<file path="config.mk">
export PLATFORM = sky130hd
export DESIGN_NAME = memmap_decoder
export DESIGN_NICKNAME = d
export VERILOG_FILES = /design/src/rtl/memmap_pkg.sv /design/src/rtl/memmap_ctrl.sv /design/src/rtl/memmap_datapath.sv /design/src/rtl/memmap_decoder.sv
export SDC_FILE = /design/constraint.sdc
export NUM_CORES = 1
export LEC_CHECK = 0
export ABC_AREA = 1
export BUFFER_PORTS_ARGS = -buffer_cell sky130_fd_sc_hd__buf_2
export CAP_MARGIN = 10
export CORE_AREA = 2 2 39 41
export DETAILED_ROUTE_END_ITERATION = 16
export DIE_AREA = 0 0 41 43
export HOLD_SLACK_MARGIN = 0.03
export PLACE_DENSITY = 0.42
export SYNTH_ARGS = -nofsm -noshare
export SYNTH_HDL_FRONTEND = slang
export SYNTH_SLANG_ARGS = --single-unit
</file>
<file path="constraint.sdc">
create_clock -name clk -period 1.3 [get_ports clk]
set_clock_uncertainty 0.2 [all_clocks]
set_input_delay 0.26 -clock clk [delete_from_list [all_inputs] [get_ports clk]]
set_output_delay 0.26 -clock clk [all_outputs]
set_load 0.02 [all_outputs]
</file>
<file path="src/rtl/memmap_pkg.sv">
package memmap_pkg;

  // Mode strobes handed from control to datapath
  typedef struct packed {
    logic cpmMap;    // low 4K is RAM, video moves to top slot
    logic basicMap;  // top four slots feed BASIC ROM
  } modeStrobe_t;

endpackage

</file>
<file path="src/rtl/memmap_ctrl.sv">
module memmap_ctrl
  import memmap_pkg::*;
#(
  parameter int JUMP_W = 4
) (
  input  logic              clk,
  input  logic              rstN,
  input  logic              memReq,
  input  logic              cpmMode,
  input  logic              diskMode,
  output modeStrobe_t       strobes,
  output logic              jumpActive,
  output logic [JUMP_W-1:0] jumpAddr
);

  logic jumpPending;

  // CP/M overrides BASIC: a CP/M request is always treated as DISK
  always_comb begin
    strobes.cpmMap   = cpmMode;
    strobes.basicMap = !diskMode && !cpmMode;
  end

  // Override holds from reset until the first sampled memory request
  always_ff @(posedge clk or negedge rstN) begin
    if (!rstN) begin
      jumpPending <= 1'b1;
    end else if (memReq) begin
      jumpPending <= 1'b0;
    end
  end

  assign jumpActive = jumpPending;
  assign jumpAddr   = (jumpPending && cpmMode) ? {JUMP_W{1'b1}} : '0;

endmodule

</file>
<file path="src/rtl/memmap_datapath.sv">
module memmap_datapath
  import memmap_pkg::*;
#(
  parameter int ADDR_W = 16,
  parameter int SLOT_W = 11
) (
  input  logic [ADDR_W-1:0] addr,
  input  logic              memReq,
  input  modeStrobe_t       strobes,
  output logic              monRomCsN,
  output logic              videoCsN,
  output logic              basicCsN,
  output logic              auxRomCsN,
  output logic              lowRamCsN
);

  localparam int IDX_W     = ADDR_W - SLOT_W;
  localparam int NUM_SLOTS = 1 << IDX_W;
  localparam int TOP_SLOT  = NUM_SLOTS - 1;
  localparam int AUX_SLOT  = NUM_SLOTS - 2;
  localparam int BAS_FIRST = NUM_SLOTS - 4;

  logic [NUM_SLOTS-1:0] slotHit;
  logic monHit, vidHit, basHit, auxHit, ramHit;

  // One decode line per 2K slot, qualified by memory request
  for (genvar s = 0; s < NUM_SLOTS; s++) begin : g_slot
    assign slotHit[s] = memReq && (addr[ADDR_W-1:SLOT_W] == IDX_W'(s));
  end

  always_comb begin
    monHit = slotHit[0] && !strobes.cpmMap;
    ramHit = (slotHit[0] || slotHit[1]) && strobes.cpmMap;
    vidHit = (slotHit[1] && !strobes.cpmMap) ||
             (slotHit[TOP_SLOT] && strobes.cpmMap);
    basHit = strobes.basicMap && (|slotHit[TOP_SLOT:BAS_FIRST]);
    auxHit = !strobes.basicMap &&
             (slotHit[AUX_SLOT] || (slotHit[TOP_SLOT] && !strobes.cpmMap));
  end

  assign monRomCsN = !monHit;
  assign videoCsN  = !vidHit;
  assign basicCsN  = !basHit;
  assign auxRomCsN = !auxHit;
  assign lowRamCsN = !ramHit;

endmodule

</file>
<file path="src/rtl/memmap_decoder.sv">
module memmap_decoder
  import memmap_pkg::*;
#(
  parameter int ADDR_W = 16,
  parameter int SLOT_W = 11,
  parameter int JUMP_W = 4
) (
  input  logic              clk,
  input  logic              rstN,
  input  logic [ADDR_W-1:0] addr,
  input  logic              memReq,
  input  logic              cpmMode,
  input  logic              diskMode,
  output logic              monRomCsN,
  output logic              videoCsN,
  output logic              basicCsN,
  output logic              auxRomCsN,
  output logic              lowRamCsN,
  output logic              jumpActive,
  output logic [JUMP_W-1:0] jumpAddr
);

  modeStrobe_t strobes;

  memmap_ctrl #(.JUMP_W(JUMP_W)) u_ctrl (
    .clk        (clk),
    .rstN       (rstN),
    .memReq     (memReq),
    .cpmMode    (cpmMode),
    .diskMode   (diskMode),
    .strobes    (strobes),
    .jumpActive (jumpActive),
    .jumpAddr   (jumpAddr)
  );

  memmap_datapath #(.ADDR_W(ADDR_W), .SLOT_W(SLOT_W)) u_dp (
    .addr      (addr),
    .memReq    (memReq),
    .strobes   (strobes),
    .monRomCsN (monRomCsN),
    .videoCsN  (videoCsN),
    .basicCsN  (basicCsN),
    .auxRomCsN (auxRomCsN),
    .lowRamCsN (lowRamCsN)
  );

endmodule

</file>
# [After elaboration in Yosys (flattened, before gate mapping)]
# Index checks and enable logic that the tools add are counted.
[op_classes] eq_ne=5 mux=1 n_reduce_logical=28
[op_table] operator="5-bit == test (second input constant)" n=4
[op_table] operator="1-bit logical AND" n=15
[op_table] operator="1-bit logical NOT" n=8
[op_table] operator="5-bit by 1-bit == test with 1-bit output (second input constant)" n=1
[op_table] operator="5-bit logical NOT" n=1
[op_table] operator="4-bit 2-to-1 mux" n=1
[op_table] operator="4-bit OR reduction" n=1
[op_table] operator="1-bit logical OR" n=3
[word_totals] ff_bits=1 in_bits=21

# [Depth between registers and ports, before layout]
# Gate-level depths: netlist (run 1).
[logic_depth] word_depth=6 ltp_mapped=5

# [Hierarchy]
# Synthesis (run 1) repeated with hierarchy kept, for this count alone.
[hier_totals] cells_unflattened=36 area_unflattened_um2=182.7
[modules_own_cells] module="memmap_datapath" instances=1 cells_each=26 area_per_inst_um2=105.1
[modules_own_cells] module="memmap_ctrl" instances=1 cells_each=10 area_per_inst_um2=77.6

# [Worst setup path after synthesis (run 1)]
# Ideal clock, no wire load.
[synth_timing] path_type="flip-flop to output port" from="register u_ctrl.jumpPending (netlist: u_ctrl.jumpActive)" to="output jumpAddr[1]" arrival_time_ns=1.009 t_required_ns=0.840 path_slack_ns=-0.169 path_stages_with_launch=4 cell_sequence="dfstp_2 nand2_1 inv_1 buf_4"
[synth_via] elab_chain_cells=2
[synth_rtl] element="from (decl)" line_no="memmap_ctrl.sv:16" rtl="logic jumpPending;"
[synth_rtl] element="from (signal assigned)" line_no="memmap_ctrl.sv:27" rtl="jumpPending <= 1'b1;"
[synth_rtl] element="from (signal assigned)" line_no="memmap_ctrl.sv:29" rtl="jumpPending <= 1'b0;"
[synth_rtl] element="1-bit logical AND" line_no="memmap_ctrl.sv:34" rtl="assign jumpAddr = (jumpPending && cpmMode) ? {JUMP_W{1'b1}} : '0;"
[synth_rtl] element="4-bit 2-to-1 mux" line_no="memmap_ctrl.sv:34"
[synth_rtl] element="to (decl)" line_no="memmap_decoder.sv:20" rtl="output logic [JUMP_W-1:0] jumpAddr"
# Every way passes these cells.

# [Worst setup path in the final report (run 1)]
[layout_timing] from="input addr[12]" to="output videoCsN"
[layout_via] elab_chain_cells=5 elab_cells_between_ends=8 classes_between="2 x eq/ne; 6 x reduce/logical"
[layout_rtl] element="from (decl)" line_no="memmap_decoder.sv:10" rtl="input logic [ADDR_W-1:0] addr,"
[layout_rtl] element="5-bit by 1-bit == test with 1-bit output / 5-bit == test (equally long branches)" line_no="memmap_datapath.sv:28" rtl="assign slotHit[s] = memReq && (addr[ADDR_W-1:SLOT_W] == IDX_W'(s));"
[layout_rtl] element="1-bit logical AND" line_no="memmap_datapath.sv:28"
[layout_rtl] element="1-bit logical AND (on tied branches)" line_no="memmap_datapath.sv:34, memmap_datapath.sv:35"
[layout_rtl] element="1-bit logical OR (*)" line_no="memmap_datapath.sv:34" rtl="vidHit = (slotHit[1] && !strobes.cpmMap) ||"
[layout_rtl] element="1-bit logical NOT (*)" line_no="memmap_datapath.sv:42" rtl="assign videoCsN = !vidHit;"
[layout_rtl] element="to (decl)" line_no="memmap_decoder.sv:15" rtl="output logic videoCsN,"
# Mark *: on every way between the ends. The rest lies on a longest branch, timed or not.

==> results_dict.tcl, run 1 <==
set metrics [dict create \
    grt_max_degree 8 \
    fin_util_pct 27.2 \
    hold_end "u_ctrl.jumpActive" \
    worstPathRequired_ps 840 \
    gp_congestion 0.705 \
    synth_warnings 0 \
    die_h_um 43 \
    power.leakage_nw 0.202 \
    synth_nets 55 \
    grt-ovfl-total 0 \
    slew_headroom_pct 92.1 \
    num_rows 14 \
    crit_arrival_ps 810 \
    yosys.area.top_type "nand2_1" \
    synth_area_leaders "nand2_1, nor2_1, dfstp_2" \
    track_usage_pct 5.51 \
    fin_area_um2 377 \
    port_buffers 19 \
    seq_area_um2 26.3 \
    wl_met2_um 252 \
    clk_pin_slew_ps 0 \
    start_kind "primary input" \
    drv_slew 0 \
    grt_pass1_vias 180 \
    io_pins 31 \
    r2r_setup_slack_ps 390 \
    nets 76 \
    avgSynthCellArea_um2 4.93 \
    synth_top_area_share_pct 22.4 \
    reg2reg_to "u_ctrl.jumpActive" \
    hold_depth 2 \
    routed_wl_um 475 \
    final.period_utilization_pct 97.7 \
    p_per_area_nw_per_um2 277 \
    setup_viol 0 \
    reg2regPathDepth 2 \
    ant_nets 0 \
    crit_path_end_kind "primary output" \
    diodes 0 \
    post-route-drc-count 0 \
    core_um2 1380 \
    initial_core_util_pct 12.1 \
    worstPathMaxFanout 3 \
    drt_iter0_markers 1 \
    syn_area_um2 168 \
    peakVddDrop_uv 159 \
    syn_to_final_growth_pct 125 \
    grt_pass1_wl_um 710 \
    vias_per_cell 3.43 \
    placed_cell_area_um2 268 \
    worstSetupPathType "in -> out" \
    yosysUniqueCellTypes 7 \
    antenna_found_initial 0 \
    nFillCells 157 \
    multi_input_area_um2 128 \
    die_w_um 41 \
    worst_slew_pin_slew_ps 118 \
    hold_violations 0 \
    insertion_delay_ps 0 \
    via_count 237 \
    hp-start "u_ctrl.jumpActive" \
    fmax_mhz 788 \
    firstDrtPassIters 2 \
    hp-class "reg -> reg" \
    status "finished clean" \
    met3WireLength_um 32 \
    top_layer_used "met3" \
    die-area_um2 1760 \
    layout-drive-gt1-share_pct 64.2 \
    routedWlPerCell_um 6.88 \
    r2r_start "u_ctrl.jumpActive" \
    synth_cells 34 \
    met1_length_um 190 \
    drv_cap 0 \
    largest_reg_flops 1 \
    period_needed_ps 1270 \
    yosysSeqAreaShare_pct 15.7 \
    ys_seq_elements 1 \
]
-- how the worst max path moves through the flow --
stage,from,to,slack [ps],cells past startpoint
floorplan,u_ctrl.jumpActive,jumpAddr[1],-90,3
global placement,memReq,videoCsN,-20,7
detailed placement,memReq,videoCsN,-8,7
CTS,addr[12],lowRamCsN,3,6
global route,addr[12],videoCsN,-20,6
finish,addr[12],videoCsN,30,6
-- report_power, final --
part                   switching, mW  total [mW]  internal, mW
Combinational                 0.0311      0.0726        0.0415
Sequential     0.0000000000000000552      0.0317        0.0317
Clock                              0           0             0
-- layer usage --
metal  global-route usage (%)  up-vias
met5                        0        -
met4                        0        0
met3                    0.524        0
met2                     8.44        7
met1                     8.63       96
li1                         -      134
-- kinds of logic after synthesis --
kind of cell           synth area share, %
buffers and inverters                 29.1
DFF                                   15.7
and+or+nand+nor                       55.2
-- final cells by class --
type | instances | area share (%)
flip-flops and latches | 1 | 6.98
well taps | 16 | 5.32
repair buffers | 22 | 46.8
inverters | 7 | 6.98
multi-input cells | 23 | 33.9
-- cells in the final DEF (no fill, tap or decap) --
cell type	n
inv_1	3
nor2_4	2
buf_8	1
nand3_1	2
nor2_2	1
nor2_1	7
buf_4	3
nand2_4	1
inv_2	4
nand3_2	1
dfstp_2	1
nand2_2	3
buf_2	10
buf_6	7
nand2_1	6
dlygate4sd3_1	1
-- what timing repair did --
action / CTS / global route
cloned: 0 / 0
hold buffers: 1 / 0
endpoints found under the setup margin: 1 / 5
endpoints found under the hold margin: 1 / 0
pin swaps: 6 / 10
setup buffers: 0 / 1
resized for setup: 5 / 24
-- cell usage after synthesis --
library cell / count
nand3_1: 3
buf_4: 3
nand2_1: 10
nor2_1: 9
nor2_2: 1
dfstp_2: 1
inv_1: 7
-- stage by stage --
step	setup slack (ps)	hold slack, ps	power (mW)	std cells	TNS [ps]
2_1_floorplan	-89.6	-87.8	0.0478	34	-269
3_3_place_gp	-22.7	-4.71	0.0733	67	-22.7
3_5_place_dp	-7.55	5.75	0.0735	67	-7.55
4_1_cts	2.80	250	0.0827	68	0
5_1_grt	-15.3	269	0.111	69	-15.3
6_report	30.4	241	0.104	69	0
-- critical path, cell delays in order --
cell     delay, ps
buf_6          100
nor2_4          90
nand2_2         60
nor2_1         100
nor2_1          50
buf_4          150
(Power assumes the default switching activity.)
==> run 2, diff against run 1 <==
--- a/config.mk
+++ b/config.mk
@@ -13,6 +13,7 @@
 export DIE_AREA = 0 0 41 43
 export HOLD_SLACK_MARGIN = 0.03
 export PLACE_DENSITY = 0.42
+export REMOVE_ABC_BUFFERS = 1
 export SYNTH_ARGS = -nofsm -noshare
 export SYNTH_HDL_FRONTEND = slang
 export SYNTH_SLANG_ARGS = --single-unit
==> results_dict.tcl, run 2 (synthesis gave the netlist of run 1 again) <==
set metrics [dict create \
    status "finished clean" \
    final.period_utilization_pct 97.9 \
    nFillCells 168 \
    post_cts_buffers 0 \
    die_w_um 41 \
    worstSetupPathType "in -> out" \
    hold_violations 0 \
    nets 75 \
    layout-drive-gt1-share_pct 55.8 \
    port_buffers 19 \
    die-area_um2 1760 \
    grt_busiest_layer "met1" \
    num_rows 14 \
    met1_usage_pct 7.01 \
    power.leakage_nw 0.193 \
    crit_arrival_ps 810 \
    p_per_area_nw_per_um2 266 \
    grt_pass1_vias 165 \
    layout_commonest_cell "nor2_1" \
    total_power_mw 0.0957 \
    io_pins 31 \
    place_ws_ps -27.2 \
    clk_pin_slew_ps 0 \
    start_kind "primary input" \
    core_um2 1380 \
    fin_ws_ps 27.2 \
    whs_ps 234 \
    worst_slew_pin_slew_ps 120 \
    placed_cell_area_um2 268 \
    rsz0062_at_grt "yes" \
    drt_iter0_markers 2 \
    fin_util_pct 25.9 \
    fin_area_um2 359 \
    grt_max_degree 8 \
    gp_congestion 0.710 \
    peakVddDrop_uv 133 \
    routedWlPerCell_um 6.50 \
    routed_wl_um 442 \
    antenna_found_initial 0 \
    hp-class "reg -> reg" \
    slew_headroom_pct 91.9 \
    use_met3_pct 0.524 \
    post-route-drc-count 0 \
    track_usage_pct 4.50 \
    vias_per_cell 3.47 \
    grt-ovfl-total 0 \
    insertion_delay_ps 0 \
    syn_to_final_growth_pct 114 \
    fmax_mhz 786 \
    drv_slew 0 \
    r2r_setup_slack_ps 410 \
    grt_pass1_wl_um 614 \
    largest_reg_flops 1 \
    mostFrequentLayoutCells "nor2_1, buf_4, buf_6" \
    worstPathRequired_ps 840 \
    crit_path_end_kind "primary output" \
    initial_core_util_pct 12.1 \
    ant_nets 0 \
    via_count 236 \
    worstPathMaxFanout 2 \
    setup_viol 0 \
    firstDrtPassIters 2 \
    period_needed_ps 1270 \
    die_h_um 43 \
    diodes 0 \
    hpwl_um 408 \
    met2_usage_pct 6.88 \
    drv_cap 0 \
]
[run 2: changes by cell type in the layout (fill, tap and decap cells not counted), sizes merged]
| cell | delta |
|---|---|
| buf | -1 |
[run 2: metal layers]
layer,part of all wire (%),vias up
met4,0,0
met1,38,95
li1,-,133
met3,11,0
met2,51,8
met5,0,-
[run 2: worst max-delay path: stages]
cell	delay, ps
buf_6	100
nand2_2	50
inv_1	40
nand2_2	60
nor2_1	40
nor2_1	110
buf_4	150
[run 2: layout make-up]
class	instances	area [um2]	area share, %
Sequential cell	1	26.3	7.32
Timing Repair Buffer	21	171	47.7
Tap cell	16	20.0	5.57
Multi-Input combinational cell	23	115	32.1
Inverter	7	26.3	7.32
[run 2: stage by stage]
step | std cells | setup TNS (ps)
finish | 68 | 0
global route | 68 | -24.0
CTS | 68 | 0
detailed placement | 67 | -27.2
global placement | 67 | -29.0
floorplan | 31 | -1110
[run 2: path summary, 6_finish.rpt]
check | from | to | depth (start not counted)
max | addr[15] | videoCsN | 7
min | u_ctrl.jumpActive | u_ctrl.jumpActive | 2
max reg2reg | u_ctrl.jumpActive | u_ctrl.jumpActive | 2
min reg2reg | u_ctrl.jumpActive | u_ctrl.jumpActive | 2
max in group asynchronous | rstN | u_ctrl.jumpActive | 2
min in group asynchronous | rstN | u_ctrl.jumpActive | 2
[run 2: repair_timing]
action | 4_1_cts | 5_1_grt
gates cloned | 0 | 0
pin swaps | 5 | 8
resized for setup | 6 | 20
endpoints found under the setup margin | 1 | 8
hold endpoints to repair | 1 | 0
hold buffers | 1 | 0
[run 2: power breakdown]
group	switching, mW	internal, mW	leakage (nW)
Clock	0	0	0
Combinational	0.0276	0.0363	0.183
Sequential	0.0000000000000000446	0.0317	0.0103
